===== config.mk =====
export PLATFORM = sky130hd
export DESIGN_NAME = nvm_row_prog
export DESIGN_NICKNAME = d
export VERILOG_FILES = /design/src/rtl/nvm_row_pkg.sv /design/src/rtl/nvm_row_ctl.sv /design/src/rtl/nvm_row_dp.sv /design/src/rtl/nvm_row_prog.sv
export SDC_FILE = /design/constraint.sdc
export NUM_CORES = 2
export LEC_CHECK = 0
export BUFFER_PORTS_ARGS = -buffer_cell sky130_fd_sc_hd__clkbuf_2
export CELL_PAD_IN_SITES_DETAIL_PLACEMENT = 1
export CELL_PAD_IN_SITES_GLOBAL_PLACEMENT = 2
export CORE_ASPECT_RATIO = 1.4
export CORE_MARGIN = 4
export CORE_UTILIZATION = 45
export CTS_BUF_LIST = sky130_fd_sc_hd__clkbuf_4
export CTS_CLUSTER_SIZE = 12
export DETAILED_ROUTE_END_ITERATION = 10
export HOLD_SLACK_MARGIN = 0.15
export PLACE_DENSITY = 0.87
export REMOVE_ABC_BUFFERS = 1
export SETUP_SLACK_MARGIN = 0.15
export SLEW_MARGIN = 20
export SYNTH_ARGS = -nofsm -noshare
export SYNTH_HDL_FRONTEND = slang
export SYNTH_SLANG_ARGS = --single-unit
export TNS_END_PERCENT = 20

===== constraint.sdc =====
create_clock -name clk -period 4.6 [get_ports clk]
set_input_delay 0.92 -clock clk [delete_from_list [all_inputs] [get_ports clk]]
set_output_delay 0.92 -clock clk [all_outputs]
set_load 0.03 [all_outputs]

===== src/rtl/nvm_row_pkg.sv =====
package nvm_row_pkg;
  // control register bit positions (software decodes these)
  localparam int CtlStandbyBit = 6;
  localparam int CtlStartBit   = 3;
  localparam int CtlRowBit     = 2;
  localparam int CtlBusyBit    = 1;
  localparam int CtlWrEnBit    = 0;

  // strobes from control to datapath
  typedef struct packed {
    logic clrLatch;     // empty row latches and forget the captured row
    logic loadLatch;    // store bus byte into a row latch
    logic startSingle;  // capture address/data for a single-byte cycle
    logic commitSingle; // write the pending byte into the array
    logic commitRow;    // write every valid latch into the array
  } dpStrobe_t;
endpackage


===== src/rtl/nvm_row_ctl.sv =====
module nvm_row_ctl
  import nvm_row_pkg::*;
#(
  parameter int ADDR_W      = 8,
  parameter int DATA_W      = 8,
  parameter int ARRAY_BYTES = 128,
  parameter int CTRL_ADDR   = 128,
  parameter int PROG_CYCLES = 20
) (
  input  logic              clk,
  input  logic              rstN,
  input  logic [ADDR_W-1:0] busAddr,
  input  logic [DATA_W-1:0] busWdata,
  input  logic              busWr,
  input  logic              rowHit,
  output dpStrobe_t         stb,
  output logic [DATA_W-1:0] ctlView,
  output logic              arrBlocked
);
  localparam int CNT_W = $clog2(PROG_CYCLES + 1);

  logic             wrEn, rowMode, startBit, standby, busy, busyRow;
  logic [CNT_W-1:0] cnt;

  logic isArr, isCtl, ctlWr, arrWrOk, done, startRow;
  logic newRow, newStart, newWrEn, newStandby;

  assign isArr      = int'(busAddr) < ARRAY_BYTES;
  assign isCtl      = busAddr == ADDR_W'(CTRL_ADDR);
  assign done       = busy && (cnt == '0);
  assign ctlWr      = busWr && isCtl && !busy;
  assign arrWrOk    = busWr && isArr && !busy && !standby && wrEn;
  assign newRow     = busWdata[CtlRowBit];
  assign newStart   = busWdata[CtlStartBit];
  assign newWrEn    = busWdata[CtlWrEnBit];
  assign newStandby = busWdata[CtlStandbyBit];
  assign startRow   = ctlWr && newStart && newRow && rowMode && wrEn;

  always_comb begin
    stb              = '0;
    stb.clrLatch     = done || (ctlWr && (newRow != rowMode));
    stb.loadLatch    = arrWrOk && rowMode && rowHit;
    stb.startSingle  = arrWrOk && !rowMode;
    stb.commitSingle = done && !busyRow;
    stb.commitRow    = done && busyRow;
  end

  always_ff @(posedge clk or negedge rstN) begin
    if (!rstN) begin
      wrEn     <= 1'b0;
      rowMode  <= 1'b0;
      startBit <= 1'b0;
      standby  <= 1'b0;
      busy     <= 1'b0;
      busyRow  <= 1'b0;
      cnt      <= '0;
    end else if (done) begin
      busy     <= 1'b0;
      startBit <= 1'b0;
      rowMode  <= 1'b0;
    end else if (busy) begin
      cnt <= cnt - 1'b1;
    end else if (ctlWr) begin
      wrEn    <= newWrEn;
      standby <= newStandby;
      rowMode <= newRow;
      if (startRow) begin
        startBit <= 1'b1;
        busy     <= 1'b1;
        busyRow  <= 1'b1;
        cnt      <= CNT_W'(PROG_CYCLES - 1);
      end
    end else if (stb.startSingle) begin
      busy    <= 1'b1;
      busyRow <= 1'b0;
      cnt     <= CNT_W'(PROG_CYCLES - 1);
    end
  end

  always_comb begin
    ctlView                = '0;
    ctlView[CtlStandbyBit] = standby;
    ctlView[CtlStartBit]   = startBit;
    ctlView[CtlRowBit]     = rowMode;
    ctlView[CtlBusyBit]    = busy;
    ctlView[CtlWrEnBit]    = wrEn;
  end

  assign arrBlocked = busy || standby;
endmodule


===== src/rtl/nvm_row_dp.sv =====
module nvm_row_dp
  import nvm_row_pkg::*;
#(
  parameter int ADDR_W      = 8,
  parameter int DATA_W      = 8,
  parameter int ARRAY_BYTES = 128,
  parameter int ROW_BYTES   = 8,
  parameter int CTRL_ADDR   = 128
) (
  input  logic              clk,
  input  logic              rstN,
  input  logic [ADDR_W-1:0] busAddr,
  input  logic [DATA_W-1:0] busWdata,
  input  logic              busRd,
  input  dpStrobe_t         stb,
  input  logic [DATA_W-1:0] ctlView,
  input  logic              arrBlocked,
  output logic              rowHit,
  output logic [DATA_W-1:0] busRdata
);
  localparam int IDX_W = $clog2(ARRAY_BYTES);
  localparam int SEL_W = $clog2(ROW_BYTES);
  localparam int ROW_W = IDX_W - SEL_W;

  logic [DATA_W-1:0]    mem       [ARRAY_BYTES];
  logic [DATA_W-1:0]    latchData [ROW_BYTES];
  logic [ROW_BYTES-1:0] latchValid;
  logic [ROW_BYTES-1:0] byteLoad;
  logic [ROW_W-1:0]     rowAddr;
  logic                 rowValid;
  logic [IDX_W-1:0]     pendIdx;
  logic [DATA_W-1:0]    pendData;

  logic [IDX_W-1:0] idx;
  logic [SEL_W-1:0] sel;
  logic [ROW_W-1:0] row;
  logic             isArr, isCtl;

  assign idx    = busAddr[IDX_W-1:0];
  assign sel    = idx[SEL_W-1:0];
  assign row    = idx[IDX_W-1:SEL_W];
  assign isArr  = int'(busAddr) < ARRAY_BYTES;
  assign isCtl  = busAddr == ADDR_W'(CTRL_ADDR);
  assign rowHit = !rowValid || (row == rowAddr);

  // per-byte latch select
  for (genvar b = 0; b < ROW_BYTES; b++) begin : g_sel
    assign byteLoad[b] = stb.loadLatch && (sel == SEL_W'(b));
  end

  always_ff @(posedge clk or negedge rstN) begin
    if (!rstN) begin
      latchValid <= '0;
      rowValid   <= 1'b0;
      rowAddr    <= '0;
      for (int b = 0; b < ROW_BYTES; b++) latchData[b] <= '0;
    end else if (stb.clrLatch) begin
      latchValid <= '0;
      rowValid   <= 1'b0;
    end else if (stb.loadLatch) begin
      if (!rowValid) begin
        rowValid <= 1'b1;
        rowAddr  <= row;
      end
      latchValid <= latchValid | byteLoad;
      for (int b = 0; b < ROW_BYTES; b++)
        if (byteLoad[b]) latchData[b] <= busWdata;
    end
  end

  always_ff @(posedge clk or negedge rstN) begin
    if (!rstN) begin
      pendIdx  <= '0;
      pendData <= '0;
    end else if (stb.startSingle) begin
      pendIdx  <= idx;
      pendData <= busWdata;
    end
  end

  always_ff @(posedge clk or negedge rstN) begin
    if (!rstN) begin
      for (int i = 0; i < ARRAY_BYTES; i++) mem[i] <= '0;
    end else if (stb.commitSingle) begin
      mem[pendIdx] <= pendData;
    end else if (stb.commitRow) begin
      for (int b = 0; b < ROW_BYTES; b++)
        if (latchValid[b]) mem[{rowAddr, b[SEL_W-1:0]}] <= latchData[b];
    end
  end

  always_ff @(posedge clk or negedge rstN) begin
    if (!rstN) begin
      busRdata <= '0;
    end else if (busRd) begin
      if (isArr)      busRdata <= arrBlocked ? '0 : mem[idx];
      else if (isCtl) busRdata <= ctlView;
      else            busRdata <= '0;
    end
  end
endmodule


===== src/rtl/nvm_row_prog.sv =====
module nvm_row_prog
  import nvm_row_pkg::*;
#(
  parameter int ADDR_W      = 8,
  parameter int DATA_W      = 8,
  parameter int ARRAY_BYTES = 128,
  parameter int ROW_BYTES   = 8,
  parameter int CTRL_ADDR   = 128,
  parameter int PROG_CYCLES = 20
) (
  input  logic              clk,
  input  logic              rstN,
  input  logic [ADDR_W-1:0] busAddr,
  input  logic [DATA_W-1:0] busWdata,
  input  logic              busWr,
  input  logic              busRd,
  output logic [DATA_W-1:0] busRdata
);
  dpStrobe_t         stb;
  logic [DATA_W-1:0] ctlView;
  logic              arrBlocked;
  logic              rowHit;

  nvm_row_ctl #(
    .ADDR_W(ADDR_W), .DATA_W(DATA_W), .ARRAY_BYTES(ARRAY_BYTES),
    .CTRL_ADDR(CTRL_ADDR), .PROG_CYCLES(PROG_CYCLES)
  ) i_ctl (
    .clk(clk), .rstN(rstN), .busAddr(busAddr), .busWdata(busWdata),
    .busWr(busWr), .rowHit(rowHit), .stb(stb), .ctlView(ctlView),
    .arrBlocked(arrBlocked)
  );

  nvm_row_dp #(
    .ADDR_W(ADDR_W), .DATA_W(DATA_W), .ARRAY_BYTES(ARRAY_BYTES),
    .ROW_BYTES(ROW_BYTES), .CTRL_ADDR(CTRL_ADDR)
  ) i_dp (
    .clk(clk), .rstN(rstN), .busAddr(busAddr), .busWdata(busWdata),
    .busRd(busRd), .stb(stb), .ctlView(ctlView), .arrBlocked(arrBlocked),
    .rowHit(rowHit), .busRdata(busRdata)
  );
endmodule


==> flow_summary.yaml <==
worst_hold_path:
  min-delay-start: "busWdata[2]"
  hold_end: "i_dp.latchData[26]"
  min_path_type: "in -> reg"
  whs_path_depth: 2
critical_path:
  startpoint_type: "flip-flop"
  rrSetupSlack_ps: 680
  critPathTopFamily: "simple AND/OR/NAND/NOR gates"
  path_buf_inv: 0
  crit_top_cell: "nor2_1"
  slowest_stage: "nor2_1"
  r2r_cells: 6
  r2r-end: "i_dp.mem[250]"
  crit_chain: "nor2_1, nand3_1, nor2_1, nor2_1, nor2_2, mux2_2"
  end_kind: "flip-flop"
  required_ps: 5830
  r2r_start: "i_dp.rowAddr[0]"
  path_class: "reg -> reg"
  max_stage_delay_ps: 1080
  worstPathArrival_ps: 5150
  crit_fanout: 16
sta:
  hold_viol: 0
  max_freq_mhz: 255
  slew_violations: 0
  relSlewSlack_pct: 16.5
  period_needed_ps: 3920
  final.period_utilization_pct: 85.2
  finalSetupViolations: 0
  rsz0062_at_grt: "false"
  tightest_slew_ps: 1250
  finalClockSkew_ps: 101
layout:
  finalNetCount: 5550
  stdcell_count: 7523
  syn2layout_area_growth_pct: 10.9
  post-route-util_pct: 50.5
  register_area_um2: 28400
  nFillCells: 14300
  drive_above_1_share_pct: 32.2
  multiInputGateArea_um2: 31100
logic_synthesis:
  synth_largest_area_cell: "dfrtp_1"
  synth_top_family_by_area: "multiplexers"
  yosysSeqAreaShare_pct: 45.8
  synth_mux_area_share_pct: 21.6
  yosys_warnings: 0
  synth_fa_ha_area_share_pct: 0.0403
  synth_xor_area_share_pct: 0.0988
  synth_cell_types: 76
  syn-cell-area_um2: 62000
  async_flop_share_pct: 100
  synth_edf_count: 0
  ys_ff_latch: 1135
  yosys-top-cells-area: "dfrtp_1 (46%), mux2_2 (11%), mux4_2 (10%)"
  synthFlopType: "dfrtp_1"
  avgSynthCellArea_um2: 11.3
  synth_compound_area_share_pct: 20.1
  yosys.area.top_type_share_pct: 45.8
  synthCells: 5468
  synth_simple_gate_area_share_pct: 7.80
power_and_ir_drop:
  irDropWorstVdd_v: 0.000245
  power_w: 0.0215
  power_density_nw_per_um2: 313
  p_leak_nw: 29.8
grt:
  grt_pass1_vias: 56200
  grt_max_degree: 126
  antenna_found_initial: 13
  grt_pass1_wl_um: 413000
  grt.overflow.total: 0
  grt_use_total_pct: 39.8
clocking:
  clkTransAtPathRegs_ps: 80
  cts_max_level: 5
  cts.repair.resized: 0
  cts_buffers: 314
  cts_hold_buf: 11
  clock_path_buffers: 4
  clkLatencyLatePin_ps: 1380
  root_buffer: "clkbuf_4"
  cts_setup_buffers: 0
  cts_tree: "yes"
  cts_sinks: 1135
floorplanning:
  rows: 160
  initial_core_util_pct: 45.5
  fp.dieH_um: 447
  io_pins: 28
  die_area_um2: 144000
  die_x_um: 322
  core_area_um2: 136000
placed_design:
  place_hpwl_um: 184000
  dp_cells: 6983
  portBuffers: 27
  gp_congestion: 1.00
drt:
  drcViolationCount: 0
  ant_nets: 0
  wl_met2_um: 126000
  route.met3.wl_um: 34200
  routedWlPerCell_um: 38.3
  wl_met1_um: 102000
  wirelength_um: 288000
  vias: 55000
  topRoutingLayerUsed: "met5"
  routed_via_density: 7.31
  drtIter0Drc: 7485
  drt-pass1-iter-count: 8
outcome:
  outcome: "finished, final reports clean"
flow_run:
  cap_violations: 0
==> synthesized netlist by cell type, types with 101 or more instances <==
| master | number |
|---|---|
| nand2_1 | 179 |
| buf_2 | 115 |
| dfrtp_1 | 1135 |
| nor2_1 | 545 |
| clkbuf_1 | 415 |
| o21ai_0 | 105 |
| mux4_2 | 282 |
| mux2_2 | 591 |
| inv_1 | 101 |
| a22oi_1 | 450 |
| o22ai_1 | 103 |
| a21oi_1 | 349 |
| a22o_1 | 412 |
==> registers in the layout, indices dropped and copies added (netlist names), 4 cells and up <==
signal           flops
i_dp.latchValid      8
i_dp.pendIdx         7
i_ctl.cnt            5
i_dp.latchData      64
i_dp.busRdata        8
i_dp.pendData        8
i_dp.mem          1024
i_dp.rowAddr         4
==> worst max path at each step <==
stage                                from  slack [ps]                to  cells past startpoint
final                     i_dp.rowAddr[0]         680     i_dp.mem[250]                      6
after global routing      i_dp.rowAddr[0]         590     i_dp.mem[372]                      7
after CTS                    i_ctl.cnt[0]         840     i_dp.mem[933]                      8
after detailed placement       busAddr[0]         410  i_dp.busRdata[2]                      8
after global placement         busAddr[0]         420  i_dp.busRdata[2]                      8
after floorplan             i_ctl.busyRow       -1900     i_dp.mem[224]                      4
==> stage by stage <==
stage	cell area [µm²]	setup WS [ps]	hold slack, ps	TNS, ps
5_1_grt	68700	586	174	0
3_3_place_gp	64900	422	458	0
6_report	68800	683	243	0
3_5_place_dp	64900	411	471	0
2_1_floorplan	59600	-1900	445	-250580
4_1_cts	68700	844	172	0
==> per-layer routing <==
| metal | vias to the layer above | global-route usage [%] |
|---|---|---|
| met5 | - | 0 |
| li1 | 21000 | - |
| met1 | 28600 | 49.3 |
| met3 | 1192 | 11.7 |
| met4 | 2 | 29.4 |
| met2 | 4127 | 59.0 |
==> where the power goes <==
group	switching, W	total (W)	internal [W]
combinational	0.00140	0.00176	0.000367
clock	0.00469	0.00930	0.00461
sequential	0.000399	0.0104	0.0100
total	0.00648	0.0215	0.0150
==> cells in the final DEF (no fill, tap or decap), drive strengths merged, types with 6 or more instances in the layout <==
cell type       n
dfrtp        1135
nor2          637
mux2          606
clkbuf        465
a22oi         450
a22o          412
a21oi         349
buf           285
mux4          282
nand2         179
o21ai         117
inv           106
o22ai         103
o2bb2ai        98
a32oi          65
o21a           62
clkinv         60
and3           57
nand3          32
nor3           25
diode          20
mux2i          20
and2           18
nand4          16
nor2b          14
dlygate4sd3    10
a221oi          9
a211oi          8
a32o            8
nand2b          8
xor2            7
a31oi           7
a2111oi         6
nor4            6
==> cells by family after synthesis <==
family,after synthesis
flip-flops,1135
buffers and inverters,678
adder cells (fa/ha/maj),2
AO/OA/AOI/OAI,1728
AND/OR/NAND/NOR,1010
multiplexers,908
XOR/XNOR,7
==> final cells by class <==
type	instances	share of cell area (%)
multi-input cells	3655	45.2
flip-flops and latches	1135	41.3
clock buffers	442	4.82
repair buffers	318	4.18
well taps	1782	3.24
inverters	104	0.568
clock inverters	67	0.535
diodes	20	0.0728
==> worst reg2reg max path, stage by stage (launching register included) <==
cell,delay [ps]
dfrtp_1,660
nor2_1,580
nand3_1,430
nor2_1,1080
nor2_1,160
nor2_2,500
mux2_2,400
(Power assumes the default switching activity.)
